**src/rtl/alu_flag_pkg.sv**
```systemverilog
package alu_flag_pkg;

   localparam int NFLAGS     = 8;
   localparam int FLAG_IDX_W = 3;
   localparam int OP_W       = 5;

   // Status bit positions: index-based set/clear and branch tests rely on them
   localparam int FLG_C = 0;
   localparam int FLG_Z = 1;
   localparam int FLG_N = 2;
   localparam int FLG_V = 3;
   localparam int FLG_S = 4;
   localparam int FLG_H = 5;
   localparam int FLG_T = 6;
   localparam int FLG_I = 7;

   // Ownership masks per operation family
   localparam logic [NFLAGS-1:0] OWN_ARITH = 8'b0011_1111; // H S V N Z C
   localparam logic [NFLAGS-1:0] OWN_SHIFT = 8'b0001_1111; // S V N Z C
   localparam logic [NFLAGS-1:0] OWN_LOGIC = 8'b0001_1110; // S V N Z

   typedef enum logic [OP_W-1:0] {
      OP_ADD  = 5'd0,  OP_ADC  = 5'd1,  OP_SUB  = 5'd2,  OP_SBC  = 5'd3,
      OP_AND  = 5'd4,  OP_OR   = 5'd5,  OP_XOR  = 5'd6,  OP_COM  = 5'd7,
      OP_NEG  = 5'd8,  OP_INC  = 5'd9,  OP_DEC  = 5'd10, OP_LSL  = 5'd11,
      OP_LSR  = 5'd12, OP_ROL  = 5'd13, OP_ROR  = 5'd14, OP_ASR  = 5'd15,
      OP_SWAP = 5'd16, OP_FILL = 5'd17, OP_CMP  = 5'd18, OP_CPC  = 5'd19,
      OP_FSET = 5'd20, OP_FCLR = 5'd21, OP_TSTO = 5'd22, OP_TLD  = 5'd23,
      OP_PASS = 5'd24
   } alu_op_e;

endpackage

```
**src/rtl/alu_addsub.sv**
```systemverilog
module alu_addsub #(
   parameter int W = 8
) (
   input  logic [W-1:0] a,
   input  logic [W-1:0] b,
   input  logic         cin,
   input  logic         sub,
   output logic [W-1:0] res,
   output logic         c_out,
   output logic         h_out,
   output logic         v_out
);
   localparam int HALF = W / 2;
   localparam int MSB  = W - 1;

   logic [W:0]    full;
   logic [HALF:0] low;

   always_comb begin
      if (sub) begin
         full = {1'b0, a} - {1'b0, b} - {{W{1'b0}}, cin};
         low  = {1'b0, a[HALF-1:0]} - {1'b0, b[HALF-1:0]} - {{HALF{1'b0}}, cin};
      end else begin
         full = {1'b0, a} + {1'b0, b} + {{W{1'b0}}, cin};
         low  = {1'b0, a[HALF-1:0]} + {1'b0, b[HALF-1:0]} + {{HALF{1'b0}}, cin};
      end
   end

   assign res   = full[W-1:0];
   assign c_out = full[W];
   assign h_out = low[HALF];
   assign v_out = sub ? ((a[MSB] & ~b[MSB] & ~res[MSB]) | (~a[MSB] & b[MSB] & res[MSB]))
                      : ((a[MSB] &  b[MSB] & ~res[MSB]) | (~a[MSB] & ~b[MSB] & res[MSB]));

endmodule

```
**src/rtl/alu_bitops.sv**
```systemverilog
module alu_bitops
   import alu_flag_pkg::*;
#(
   parameter int W = 8
) (
   input  alu_op_e      op,
   input  logic [W-1:0] a,
   input  logic [W-1:0] b,
   input  logic         cin,
   output logic [W-1:0] res,
   output logic         c_out
);
   localparam int HALF = W / 2;
   localparam int MSB  = W - 1;

   logic [W-1:0] swapped;

   genvar gi;
   generate
      for (gi = 0; gi < HALF; gi++) begin : g_swap
         assign swapped[gi]        = a[gi + HALF];
         assign swapped[gi + HALF] = a[gi];
      end
   endgenerate

   always_comb begin
      res   = a;
      c_out = cin;
      case (op)
         OP_AND:  res = a & b;
         OP_OR:   res = a | b;
         OP_XOR:  res = a ^ b;
         OP_COM:  res = ~a;
         OP_LSL:  begin res = {a[MSB-1:0], 1'b0}; c_out = a[MSB]; end
         OP_LSR:  begin res = {1'b0, a[MSB:1]};   c_out = a[0];   end
         OP_ROL:  begin res = {a[MSB-1:0], cin};  c_out = a[MSB]; end
         OP_ROR:  begin res = {cin, a[MSB:1]};    c_out = a[0];   end
         OP_ASR:  begin res = {a[MSB], a[MSB:1]}; c_out = a[0];   end
         OP_SWAP: res = swapped;
         default: res = a;
      endcase
   end

endmodule

```
**src/rtl/alu_flag_merge.sv**
```systemverilog
module alu_flag_merge #(
   parameter int N = 8
) (
   input  logic [N-1:0] cur,
   input  logic [N-1:0] calc,
   input  logic [N-1:0] own,
   output logic [N-1:0] nxt
);
   genvar gi;
   generate
      for (gi = 0; gi < N; gi++) begin : g_bit
         assign nxt[gi] = own[gi] ? calc[gi] : cur[gi];
      end
   endgenerate
endmodule

```
**src/rtl/alu_cond_eval.sv**
```systemverilog
module alu_cond_eval #(
   parameter int N     = 8,
   parameter int SEL_W = 3
) (
   input  logic [N-1:0]     flags,
   input  logic [SEL_W-1:0] sel,
   input  logic             want_set,
   output logic             hit
);
   assign hit = (flags[sel] == want_set);
endmodule

```
**src/rtl/alu_flag_unit.sv**
```systemverilog
module alu_flag_unit
   import alu_flag_pkg::*;
#(
   parameter int DATA_W = 8
) (
   input  logic                      clk,
   input  logic                      rst_n,
   input  logic                      exec_i,
   input  logic [OP_W-1:0]           op_i,
   input  logic [DATA_W-1:0]         a_i,
   input  logic [DATA_W-1:0]         b_i,
   input  logic [$clog2(DATA_W)-1:0] bit_sel_i,
   input  logic [FLAG_IDX_W-1:0]     cond_sel_i,
   input  logic                      cond_set_i,
   output logic [DATA_W-1:0]         result_o,
   output logic [NFLAGS-1:0]         flags_next_o,
   output logic [NFLAGS-1:0]         flags_o,
   output logic                      cond_true_o
);
   localparam int MSB = DATA_W - 1;

   generate
      if (DATA_W < 8 || (DATA_W % 2) != 0) begin : g_bad_width
         $error("alu_flag_unit: DATA_W must be even and at least 8");
      end
   endgenerate

   alu_op_e                  op;
   logic [NFLAGS-1:0]        flags_q;
   logic [NFLAGS-1:0]        calc;
   logic [NFLAGS-1:0]        own;
   logic [NFLAGS-1:0]        nxt;
   logic [FLAG_IDX_W-1:0]    fidx;

   logic [DATA_W-1:0]        as_a, as_b, as_res;
   logic                     as_cin, as_sub, as_c, as_h, as_v;
   logic [DATA_W-1:0]        bo_res;
   logic                     bo_c;

   logic [DATA_W-1:0]        val, res;
   logic                     f_c, f_h, f_v, f_n, f_z, v_nc, zchain;

   assign op   = alu_op_e'(op_i);
   assign fidx = bit_sel_i[FLAG_IDX_W-1:0];

   // Adder operand selection
   always_comb begin
      as_a   = a_i;
      as_b   = b_i;
      as_cin = 1'b0;
      as_sub = 1'b0;
      case (op)
         OP_ADC:                 as_cin = flags_q[FLG_C];
         OP_SUB, OP_CMP:         as_sub = 1'b1;
         OP_SBC, OP_CPC: begin
            as_sub = 1'b1;
            as_cin = flags_q[FLG_C];
         end
         OP_NEG: begin
            as_a   = '0;
            as_b   = a_i;
            as_sub = 1'b1;
         end
         OP_INC:                 as_b = {{(DATA_W-1){1'b0}}, 1'b1};
         OP_DEC: begin
            as_b   = {{(DATA_W-1){1'b0}}, 1'b1};
            as_sub = 1'b1;
         end
         default: ;
      endcase
   end

   alu_addsub #(.W(DATA_W)) u_addsub (
      .a(as_a), .b(as_b), .cin(as_cin), .sub(as_sub),
      .res(as_res), .c_out(as_c), .h_out(as_h), .v_out(as_v)
   );

   alu_bitops #(.W(DATA_W)) u_bitops (
      .op(op), .a(a_i), .b(b_i), .cin(flags_q[FLG_C]),
      .res(bo_res), .c_out(bo_c)
   );

   // Result and candidate flags
   always_comb begin
      val    = a_i;
      res    = a_i;
      f_c    = flags_q[FLG_C];
      f_h    = flags_q[FLG_H];
      f_v    = 1'b0;
      v_nc   = 1'b0;
      zchain = 1'b0;
      own    = '0;
      case (op)
         OP_ADD, OP_ADC, OP_SUB, OP_SBC, OP_NEG: begin
            val    = as_res;
            res    = as_res;
            f_c    = as_c;
            f_h    = as_h;
            f_v    = as_v;
            zchain = (op == OP_SBC);
            own    = OWN_ARITH;
         end
         OP_CMP, OP_CPC: begin
            val    = as_res;
            f_c    = as_c;
            f_h    = as_h;
            f_v    = as_v;
            zchain = (op == OP_CPC);
            own    = OWN_ARITH;
         end
         OP_AND, OP_OR, OP_XOR: begin
            val = bo_res;
            res = bo_res;
            own = OWN_LOGIC;
         end
         OP_COM: begin
            val = bo_res;
            res = bo_res;
            f_c = 1'b1;
            own = OWN_SHIFT;
         end
         OP_INC, OP_DEC: begin
            val = as_res;
            res = as_res;
            f_v = as_v;
            own = OWN_LOGIC;
         end
         OP_LSL, OP_LSR, OP_ROL, OP_ROR, OP_ASR: begin
            val  = bo_res;
            res  = bo_res;
            f_c  = bo_c;
            v_nc = 1'b1;
            own  = OWN_SHIFT;
         end
         OP_SWAP: res = bo_res;
         OP_FILL: res = '1;
         OP_TLD:  res[bit_sel_i] = flags_q[FLG_T];
         default: ;
      endcase

      f_n = val[MSB];
      f_z = (~|val) & (~zchain | flags_q[FLG_Z]);

      calc        = flags_q;
      calc[FLG_C] = f_c;
      calc[FLG_Z] = f_z;
      calc[FLG_N] = f_n;
      calc[FLG_V] = v_nc ? (f_n ^ f_c) : f_v;
      calc[FLG_S] = f_n ^ calc[FLG_V];
      calc[FLG_H] = f_h;

      case (op)
         OP_FSET: begin calc[fidx] = 1'b1; own[fidx] = 1'b1; end
         OP_FCLR: begin calc[fidx] = 1'b0; own[fidx] = 1'b1; end
         OP_TSTO: begin calc[FLG_T] = a_i[bit_sel_i]; own[FLG_T] = 1'b1; end
         default: ;
      endcase
   end

   alu_flag_merge #(.N(NFLAGS)) u_merge (
      .cur(flags_q), .calc(calc), .own(own), .nxt(nxt)
   );

   always_ff @(posedge clk) begin
      if (!rst_n)      flags_q <= '0;
      else if (exec_i) flags_q <= nxt;
   end

   alu_cond_eval #(.N(NFLAGS), .SEL_W(FLAG_IDX_W)) u_cond (
      .flags(flags_q), .sel(cond_sel_i), .want_set(cond_set_i), .hit(cond_true_o)
   );

   assign result_o     = res;
   assign flags_next_o = nxt;
   assign flags_o      = flags_q;

endmodule

```
**config.mk**
```make
export PLATFORM = sky130hd
export DESIGN_NAME = alu_flag_unit
export DESIGN_NICKNAME = d
export VERILOG_FILES = /design/src/rtl/alu_flag_pkg.sv /design/src/rtl/alu_addsub.sv /design/src/rtl/alu_bitops.sv /design/src/rtl/alu_flag_merge.sv /design/src/rtl/alu_cond_eval.sv /design/src/rtl/alu_flag_unit.sv
export SDC_FILE = /design/constraint.sdc
export NUM_CORES = 1
export LEC_CHECK = 0
export CAP_MARGIN = 25
export CORE_AREA = 4 4 85 87
export DETAILED_ROUTE_END_ITERATION = 8
export DIE_AREA = 0 0 89 91
export GPL_TIMING_DRIVEN = 0
export PLACE_DENSITY = 0.76
export SLEW_MARGIN = 20
export SYNTH_ARGS = -nofsm -noshare
export SYNTH_HDL_FRONTEND = slang
export SYNTH_SLANG_ARGS = --single-unit
```
**constraint.sdc**
```tcl
create_clock -name clk -period 8.1 [get_ports clk]
set_input_delay 2.43 -clock clk [delete_from_list [all_inputs] [get_ports clk]]
set_output_delay 2.43 -clock clk [all_outputs]
set_load 0.05 [all_outputs]
```
== Yosys cells after proc, flatten, opt, wreduce, memory -nomap -nowiden ==
Cells that the tools add are included.
Word-level totals
  register bits: 8
  word-level logic and storage cells: 121
Operators by class
  $add $sub $neg: 8
  magnitude comparators: 3
  equality and inequality tests: 24
  muxes and demuxes: 39
  bitwise operators: 26
  reduce and logical (&&, ||, !) cells: 20
Operator list (number)
  one-hot mux 8 bit (10 select lines): 1
  == test 5 x 4 -> 1 bit, second input constant: 8
  == test 5 bit, second input constant: 8
  one-hot mux 8 bit (2 select lines): 2
  one-hot mux 8 bit (4 select lines): 1
  bitwise OR 8 bit: 3
  == test 5 x 3 -> 1 bit, second input constant: 4
  two-way mux 1 bit: 19
  one-hot mux 6 bit (3 select lines): 1
  OR reduction 9 bit: 2
  bitwise AND 8 bit: 2
  NOT 8 bit: 2
  OR reduction 5 bit: 3
  OR reduction 7 bit: 2
  one-hot mux 6 bit (2 select lines): 1
  OR reduction 6 bit: 2
  == test 5 x 2 -> 1 bit, second input constant: 2
  OR reduction 10 bit: 1
  adder 8 x 8 -> 9 bit: 1
  adder 9 x 1 -> 9 bit: 1
  bitwise AND 1 bit: 9
  two-way mux 9 bit: 1
  subtractor 8 x 8 -> 9 bit: 1
  subtractor 9 x 1 -> 9 bit: 1
  26 further kinds: 42

== Longest topological paths before layout ==
Gate-level depths: netlist of run 1.
  word-level depth: 16
  gate-level depth with buffers: 17
  gate-level depth less buffers: 15

== By module ==
A second synthesis of run 1 with hierarchy kept.
Unflattened totals
  cell total of the unflattened synthesis: 513
  area, all modules: 3858.7 µm²
By module, submodules not included
  alu_flag_unit: instances 1, cells each 236, area each 1596.5 µm², sequential area each 160.2 µm²
  alu_bitops: instances 1, cells each 139, area each 1062.3 µm², sequential area each 0.0 µm²
  alu_addsub: instances 1, cells each 123, area each 1003.5 µm², sequential area each 0.0 µm²
  alu_flag_merge: instances 1, cells each 8, area each 120.1 µm², sequential area each 0.0 µm²
  alu_cond_eval: instances 1, cells each 7, area each 76.3 µm², sequential area each 0.0 µm²

== Worst setup path before layout of run 1 ==
No wires, ideal clock.
  kind: input port to output port
  start point: input op_i[0]
  end point: output flags_next_o[4]
  data arrival time: 6.038 ns
  required time: 5.670 ns
  slack: -0.368 ns
  stages on the path: 15
  path buffers: 2
  cell sequence: buf_2 clkbuf_1 nand2_1 nand3_1 a22oi_1 fa_1 inv_1 ha_1 a211oi_1 a31oi_1 a311o_1 a311oi_1 or4_4 a22oi_2 o21ai_1
On the way
  word-level cells in the longest chain between the ends: 16
Ends and longest elaborated chain
  start, declared: RTL line alu_flag_unit.sv:9  | input logic [OP_W-1:0] op_i,
  == test 5 x 4 -> 1 bit: RTL line alu_flag_unit.sv:52, alu_flag_unit.sv:93
  OR reduction 2 bit (no line)
  one-hot mux 8 bit (2 select lines): RTL line alu_flag_unit.sv:52  | case (op)
  adder 8 x 8 -> 9 bit / subtractor 8 x 8 -> 9 bit (equally long branches): RTL line alu_addsub.sv:24, alu_addsub.sv:21
  adder 9 x 1 -> 9 bit / subtractor 9 x 1 -> 9 bit (equally long branches): RTL line alu_addsub.sv:24, alu_addsub.sv:21
  two-way mux 9 bit: RTL line alu_addsub.sv:20  | if (sub) begin
  NOT 1 bit: RTL line alu_addsub.sv:32, alu_addsub.sv:33
  bitwise AND 1 bit (on tied branches): RTL line alu_addsub.sv:33, alu_addsub.sv:32
  bitwise OR 1 bit (on tied branches): RTL line alu_addsub.sv:33, alu_addsub.sv:32
  two-way mux 1 bit: RTL line alu_addsub.sv:32  | assign v_out = sub ? ((a[MSB] & ~b[MSB] & ~res[MSB]) | (~a[MSB] & b[MSB] & res[MSB]))
  two-way mux 1 bit: RTL line alu_flag_unit.sv:93  | case (op)
  two-way mux 1 bit: RTL line alu_flag_unit.sv:148  | calc[FLG_V] = v_nc ? (f_n ^ f_c) : f_v;
  bitwise XOR 1 bit: RTL line alu_flag_unit.sv:149  | calc[FLG_S] = f_n ^ calc[FLG_V];
  bitwise AND 8 bit (no line) / bitwise OR 8 bit (equally long branches)
  one-hot mux 6 bit (2 select lines): RTL line alu_flag_unit.sv:152  | case (op)
  two-way mux 1 bit (*): RTL line alu_flag_merge.sv:12  | assign nxt[gi] = own[gi] ? calc[gi] : cur[gi];
  end, declared: RTL line alu_flag_unit.sv:16  | output logic [NFLAGS-1:0] flags_next_o,
Mark *: on every way between the ends. The rest lies on a longest branch, timed or not.

== Worst setup path in the final report of run 1 ==
  start point: input a_i[7]
  end point: output flags_next_o[4]
On the way
  word-level cells in the longest chain between the ends: 14
Ends and longest elaborated chain
  start, declared: RTL line alu_flag_unit.sv:10  | input logic [DATA_W-1:0] a_i,
  one-hot mux 8 bit (2 select lines) / two-way mux 8 bit (equally long branches): RTL line alu_flag_unit.sv:52
  adder 8 x 8 -> 9 bit / subtractor 8 x 8 -> 9 bit (equally long branches): RTL line alu_addsub.sv:24, alu_addsub.sv:21
  adder 9 x 1 -> 9 bit / subtractor 9 x 1 -> 9 bit (equally long branches): RTL line alu_addsub.sv:24, alu_addsub.sv:21
  two-way mux 9 bit: RTL line alu_addsub.sv:20
  NOT 1 bit: RTL line alu_addsub.sv:32, alu_addsub.sv:33
  bitwise AND 1 bit (on tied branches): RTL line alu_addsub.sv:33, alu_addsub.sv:32
  bitwise OR 1 bit (on tied branches): RTL line alu_addsub.sv:33, alu_addsub.sv:32
  two-way mux 1 bit: RTL line alu_addsub.sv:32
  two-way mux 1 bit: RTL line alu_flag_unit.sv:93
  two-way mux 1 bit: RTL line alu_flag_unit.sv:148
  bitwise XOR 1 bit (*): RTL line alu_flag_unit.sv:149
  bitwise AND 8 bit (no line) / bitwise OR 8 bit (equally long branches)
  one-hot mux 6 bit (2 select lines) (*): RTL line alu_flag_unit.sv:152
  two-way mux 1 bit (*): RTL line alu_flag_merge.sv:12
Marks and branches as above.

==> results.json, run 1 <==
{
  "status": "finished, violations left",
  "violations_in_the_final_reports": "setup timing",
  "yosys.area.top_type": "sky130_fd_sc_hd__ha_1",
  "num_antenna_cells": 0,
  "first_iter_violations": 614,
  "power_switching_share_pct": 50.55,
  "proportion_of_layout_cells_with_a_drive_suffix_above_1_pct": 33.91,
  "timing.critical_path.slowest_cell_delay_ns": 0.53,
  "worst-endpoint-arrival_ns": 5.74,
  "track_usage_pct": 31.59,
  "dpl.cell_count": 577,
  "drc": 0,
  "fin_nets": 649,
  "grt_antenna_before_repair": 0,
  "worst_hold_slack_ns": 0.5719,
  "global_route.overflow_total": 0,
  "synth-edff-count": 0,
  "timing.clock.skew_ns": 0.007314,
  "cts_buffers": 3,
  "flip_flop_count_of_the_largest_register_after_layout": 8,
  "worstMarginPinSlew_ns": 0.9819,
  "cp_cell_sequence": "clkdlybuf4s50_1, buf_4, inv_1, ha_1, mux2i_1, a2111oi_0, a211o_1, o31ai_1, nand3_2, a2bb2oi_1, a22oi_2, o21ai_2, buf_6",
  "power.switching_uw": 265.9,
  "synthTopCellsByCount": "sky130_fd_sc_hd__nor2_1 (38), sky130_fd_sc_hd__ha_1 (37), sky130_fd_sc_hd__inv_1 (37)",
  "unrepaired_setup_endpoints_after_global_routing": "true",
  "timing.setup.tns_ns": -0.1047,
  "fin_crit_sh_pct": 100.8,
  "synth_seq_cells": 8,
  "maxClockFrequency_mhz": 122.4,
  "hold_violations": 0,
  "tritoncts": "yes",
  "design_power_total_uw": 526.0,
  "die_w_um": 89,
  "flow.area_growth_from_synthesis_pct": 56.56,
  "vias": 4457,
  "syn_area_um2": 3154,
  "ys_top_cells_by_area": "sky130_fd_sc_hd__ha_1 (15%), sky130_fd_sc_hd__mux2i_1 (5.7%), sky130_fd_sc_hd__dfxtp_1 (5.1%), sky130_fd_sc_hd__nor2_1 (4.5%), sky130_fd_sc_hd__inv_1 (4.4%)",
  "yosysMostFrequentCell": "sky130_fd_sc_hd__nor2_1",
  "worst-setup-path-type": "in2out",
  "detailed_place_hpwl_um": 8889,
  "timing.critical_path.fanout_max": 10,
  "clockPowerShare_pct": 9.7,
  "crit_path_end_kind": "output pin",
  "die_h_um": 91,
  "number_of_max_slew_violations_in_the_final_report": 0,
  "viasPerCell": 6.836,
  "timing.hold.worst.class": "reg2reg",
  "first_global_vias": 4048,
  "placement.io_buffers": 53,
  "grt_first_pass_wirelength_um": 20620,
  "dpl_cell_area_um2": 3791,
  "io_pins": 56,
  "power.density_cell_area_nw_per_um2": 106.5,
  "die_area_um2": 8099,
  "netlist.area_leader.share_pct": 14.68,
  "start_util_pct": 49.67,
  "antenna_violating_nets_left": 0,
  "share_comb_of_total_power_pct": 81.6,
  "async_reset_ff_share_pct": 0,
  "vdd_drop_max_mv": 0.1088,
  "clock_tree.root_cell": "sky130_fd_sc_hd__clkbuf_8",
  "firstDrtPassIters": 6,
  "worst_setup_hold_path_clk_slew_ns": 0.04,
  "gpl.final_weighted_congestion": 0.9373,
  "worst-endpoint-required_ns": 5.67,
  "synthCells": 447,
  "mappedNetlistNets": 519,
  "internal_power_uw": 260.1,
  "cts_max_level": 1,
  "ys.warnings.count": 0,
  "crit_path_top_delay_cell": "sky130_fd_sc_hd__clkdlybuf4s50_1",
  "cts_buffer_depth": 2,
  "startpoint_type": "primary input",
  "period_minus_slack_ns": 8.167,
  "post_synth.cell_area_avg_um2": 7.057,
  "synth_sequential_area_ratio_pct": 5.077,
  "seq_power_share_pct": 8.7,
  "slew_headroom_pct": 34.00,
  "max_cap_viol_count": 0,
  "cts_num_sinks": 8,
  "postLayoutCellArea_um2": 4938,
  "setup_viol_count_final": 3,
  "synth.distinct_cells": 71,
  "drt-wirelength-per-cell_um": 22.02,
  "final-instance-count-excl-fill": 652,
  "placement_rows": 29,
  "p_leak_nw": 2.163,
  "clock_insertion_delay_worst_skew_ns": 0.24,
  "grt_max_degree": 11,
  "worst_slack_ns": -0.06710,
  "final_wirelength_um": 14360,
  "yosys_most_used_dff": "sky130_fd_sc_hd__dfxtp_1",
  "coreArea_um2": 6350
}
## worst max-delay path, delay by kind of cell
kind | cells | cell delay (ns)
AOI/OAI and AO/OA | 6 | 1.56
adders and majority gates | 1 | 0.31
buffers and inverters | 4 | 1.02
muxes | 1 | 0.19
and+or+nand+nor | 1 | 0.22
## what timing repair did
action                     CTS  global route
gates resized for setup    162            65
hold buffers                 0             0
buffers inserted            55            21
pin swaps                   34            30
setup endpoints to repair   14            14
## layout make-up
type | instances | area [µm²]
plain buffers | 24 | 188.9
clock buffers | 3 | 41.29
fillers | 411 | 1411
inverters | 38 | 156.4
multi-input cells | 373 | 3157
flip-flops and latches | 8 | 160.2
well taps | 77 | 96.34
repair buffers | 129 | 1139
## power by group through the flow
stage / Clock, mW / Sequential, mW / Combinational (mW)
2_1_floorplan: 0 / 0.0518 / 0.205
3_3_place_gp: 0 / 0.0457 / 0.298
3_5_place_dp: 0 / 0.0460 / 0.305
4_1_cts: 0.0489 / 0.0454 / 0.366
5_1_grt: 0.0523 / 0.0458 / 0.451
6_report: 0.0511 / 0.0457 / 0.429
## kinds of logic (layout without fill, tap and decap cells)
family / count (synthesis) / after routing / synth area share (%)
compound gates: 145 / 145 / 32.29
xor+xnor: 11 / 11 / 3.054
fa+ha+maj: 41 / 41 / 17.22
buf+inv: 66 / 194 / 8.925
flops: 8 / 8 / 5.077
mux: 21 / 21 / 7.497
simple gates: 155 / 155 / 25.94
## cells in the final DEF (no fill, tap or decap), drive strengths merged, types with 7 or more instances in the layout
cell type      netlist  routed
nor2b               12      12
dfxtp                8       8
mux2i               18      18
nand2b               7       7
nand2               34      34
o21ai               28      28
a21oi               25      25
nor2                38      38
ha                  37      37
a31oi                8       8
inv                 38      35
a22oi               10      10
o2bb2ai              7       7
nor3                10      10
buf                 12      98
nand3               11      11
and3                10      10
clkbuf              16      18
clkdlybuf4s50        0      29
## through the flow
step | util, % | setup WS [ns]
2_1_floorplan | - | -0.1076
3_3_place_gp | 59.70 | -1.742
3_5_place_dp | 59.70 | -1.849
4_1_cts | 72.04 | -0.06712
5_1_grt | 77.77 | -0.1560
6_report | 77.77 | -0.06710
## worst paths after layout
check	from	end	slack, ns	cells past startpoint
max	a_i[7]	flags_next_o[4]	-0.07	13
min	flags_o[7]$_SDFFE_PN0P_	flags_o[7]$_SDFFE_PN0P_	0.57	2
max reg2reg	flags_o[0]$_SDFFE_PN0P_	flags_o[3]$_SDFFE_PN0P_	2.04	36
min reg2reg	flags_o[7]$_SDFFE_PN0P_	flags_o[7]$_SDFFE_PN0P_	0.57	2
## per-layer routing
layer | part of all wire, % | GRT usage (%) | vias to the layer above
li1 | - | - | 1910
met1 | 37 | 40.89 | 2004
met2 | 44 | 50.99 | 420
met3 | 11 | 4.163 | 123
met4 | 7.6 | 15.26 | 0
met5 | 0 | 0 | -
(Power assumes the default switching activity.)
==> inputs of run 2 (changes only) <==
CORE_AREA = 4 4 81 83   (was 4 4 85 87)
DIE_AREA = 0 0 85 87   (was 0 0 89 91)
PLACE_DENSITY = 0.79   (was 0.76)
clock period = 9.21 ns   (was 8.1 ns; I/O delays follow)
==> results.json, run 2 (synthesis results as in run 1) <==
{
  "status": "completed",
  "track_usage_pct": 28.93,
  "crit_path_top_delay_cell": "sky130_fd_sc_hd__clkdlybuf4s50_1",
  "period_minus_slack_ns": 9.177,
  "first_global_vias": 3629,
  "proportion_of_layout_cells_with_a_drive_suffix_above_1_pct": 13.53,
  "number_of_max_slew_violations_in_the_final_report": 0,
  "worst-r2r-setup-slack_ns": 5.65,
  "worst-setup-path-type": "in2out",
  "worst_setup_path_endpoint": "flags_next_o[4]",
  "cts_buffer_depth": 2,
  "worst_slack_ns": 0.03253,
  "timing.critical_path.slowest_cell_delay_ns": 0.52,
  "detailed_place_hpwl_um": 8600,
  "critical_path_depth": 14,
  "timing.critical_path.buf_inv": 4,
  "worst_hold_slack_ns": 0.5555,
  "timing.critical_path.fanout_max": 8,
  "worst-endpoint-required_ns": 6.45,
  "cts_max_level": 1,
  "clock_insertion_delay_worst_skew_ns": 0.22,
  "antenna_violating_nets_left": 0,
  "unrepaired_setup_endpoints_after_global_routing": "true",
  "gpl.final_weighted_congestion": 0.9547,
  "cts_num_sinks": 8,
  "vias": 3815,
  "crit_path_end_kind": "output pin",
  "placement_rows": 28,
  "worstReg2RegStart": "flags_o[0]$_SDFFE_PN0P_",
  "family_with_the_most_delay_on_the_worst_path": "compound AO/OA/AOI/OAI gates",
  "flow.area_growth_from_synthesis_pct": 26.70,
  "coreArea_um2": 5851,
  "timing.setup.tns_ns": 0,
  "clock_tree.root_cell": "sky130_fd_sc_hd__clkbuf_8",
  "slew_headroom_pct": 38.51,
  "reg2regPathDepth": 13,
  "fin_crit_sh_pct": 99.65,
  "final_cell_mix": "sky130_fd_sc_hd__inv_1 (37), sky130_fd_sc_hd__nor2_1 (37), sky130_fd_sc_hd__ha_1 (36)",
  "startpoint_type": "primary input",
  "layout.filler_cells": 506,
  "die_h_um": 87,
  "die_w_um": 85,
  "viasPerCell": 6.521,
  "hold_violations": 0,
  "grt_max_degree": 12,
  "grt_first_pass_wirelength_um": 17570,
  "cts_buffers": 3,
  "timing.clock.skew_ns": 0.005454,
  "worst_setup_hold_path_clk_slew_ns": 0.04,
  "drc": 0,
  "grt_antenna_before_repair": 0,
  "io_pins": 56,
  "worstSetupStartpoint": "a_i[6]",
  "dpl_worst_slack_ns": -1.586,
  "p_leak_nw": 1.838,
  "cp_cell_sequence": "clkdlybuf4s50_1, clkbuf_2, inv_1, o21ai_1, ha_1, ha_1, and3_1, a311o_1, a21boi_0, a311oi_1, or4_4, a22oi_2, o21ai_1, buf_4",
  "drt-wirelength-per-cell_um": 18.77,
  "global_route.overflow_total": 0,
  "num_antenna_cells": 0,
  "final_wirelength_um": 10980,
  "tritoncts": "yes",
  "die_area_um2": 7395,
  "maxClockFrequency_mhz": 109.0,
  "worstMarginPinSlew_ns": 0.9154,
  "max_cap_viol_count": 0,
  "power.density_cell_area_nw_per_um2": 90.50,
  "setup_viol_count_final": 0,
  "fin_nets": 584,
  "layout.core_utilization_pct": 68.31,
  "first_iter_violations": 388,
  "timing.hold.worst.class": "reg2reg",
  "worst-endpoint-arrival_ns": 6.41,
  "placement.io_buffers": 53,
  "vdd_drop_max_mv": 0.09278,
  "reg2reg_to": "flags_o[4]$_SDFFE_PN0P_",
  "flip_flop_count_of_the_largest_register_after_layout": 8,
  "firstDrtPassIters": 5,
  "start_util_pct": 53.91
}
-- run 2: cell types whose count changed in the layout (fill, tap and decap cells not counted), sizes merged --
cell           before  now
dlymetal6s2s        3    5
clkdlybuf4s50      29   32
inv                35   38
clkinvlp            3    0
buf                98   29
dlygate4sd2         3    6
clkdlybuf4s15       5    1
-- run 2: layer usage --
| layer | global-route usage [%] | part of all wire (%) | vias to the layer above | wire length (µm) |
|---|---|---|---|---|
| li1 | - | - | 1771 | - |
| met1 | 36.99 | 41 | 1763 | 4541 |
| met2 | 48.66 | 46 | 237 | 5039 |
| met3 | 4.352 | 8.6 | 44 | 941 |
| met4 | 11.65 | 4.2 | 0 | 458 |
| met5 | 0 | 0 | - | 0 |
-- run 2: per-stage QoR --
step	power, mW	cell area [µm²]	instances
final	0.3617	3996	585
after global routing	0.3827	3996	585
after floorplan	0.2250	3154	447
after global placement	0.3005	3779	575
after CTS	0.3534	3946	582
after detailed placement	0.3055	3779	575
-- run 2: worst min-delay path, delay by kind of cell, from the launching register on --
kind / cells / cell delay (ns)
flip-flops: 1 / 0.32
multiplexers: 1 / 0.13
AND/OR/NAND/NOR: 1 / 0.06
-- run 2: how the worst min path moves through the flow --
stage	from	endpoint	slack (ns)	depth (start not counted)
floorplan	flags_o[0]$_SDFFE_PN0P_	flags_o[0]$_SDFFE_PN0P_	0.55	2
global placement	flags_o[4]$_SDFFE_PN0P_	flags_o[4]$_SDFFE_PN0P_	0.54	2
detailed placement	flags_o[7]$_SDFFE_PN0P_	flags_o[7]$_SDFFE_PN0P_	0.55	2
CTS	flags_o[7]$_SDFFE_PN0P_	flags_o[7]$_SDFFE_PN0P_	0.56	2
global route	flags_o[7]$_SDFFE_PN0P_	flags_o[7]$_SDFFE_PN0P_	0.57	2
finish	flags_o[7]$_SDFFE_PN0P_	flags_o[7]$_SDFFE_PN0P_	0.56	2
-- run 2: what timing repair did --
action | 4_1_cts | 5_1_grt
pin swaps | 6 | 6
hold buffers | 0 | 0
endpoints found under the setup margin | 13 | 10
setup buffers | 9 | 3
gates resized for setup | 64 | 31
-- run 2: final cells by class --
cell class / count / area [µm²] / share of cell area (%)
Inverter: 38 / 142.6 / 3.569
Multi-Input combinational cell: 373 / 2826 / 70.73
Timing Repair Buffer: 65 / 591.8 / 14.81
Buffer: 23 / 140.1 / 3.507
Clock buffer: 3 / 41.29 / 1.033
Sequential cell: 8 / 160.2 / 4.008
Tap cell: 75 / 93.84 / 2.348
-- run 2: report_power, final --
group          leakage (nW)  switching [mW]  internal (mW)
Combinational          1.75           0.174          0.106
Clock                0.0216          0.0132         0.0283
Sequential           0.0654         0.00285         0.0369
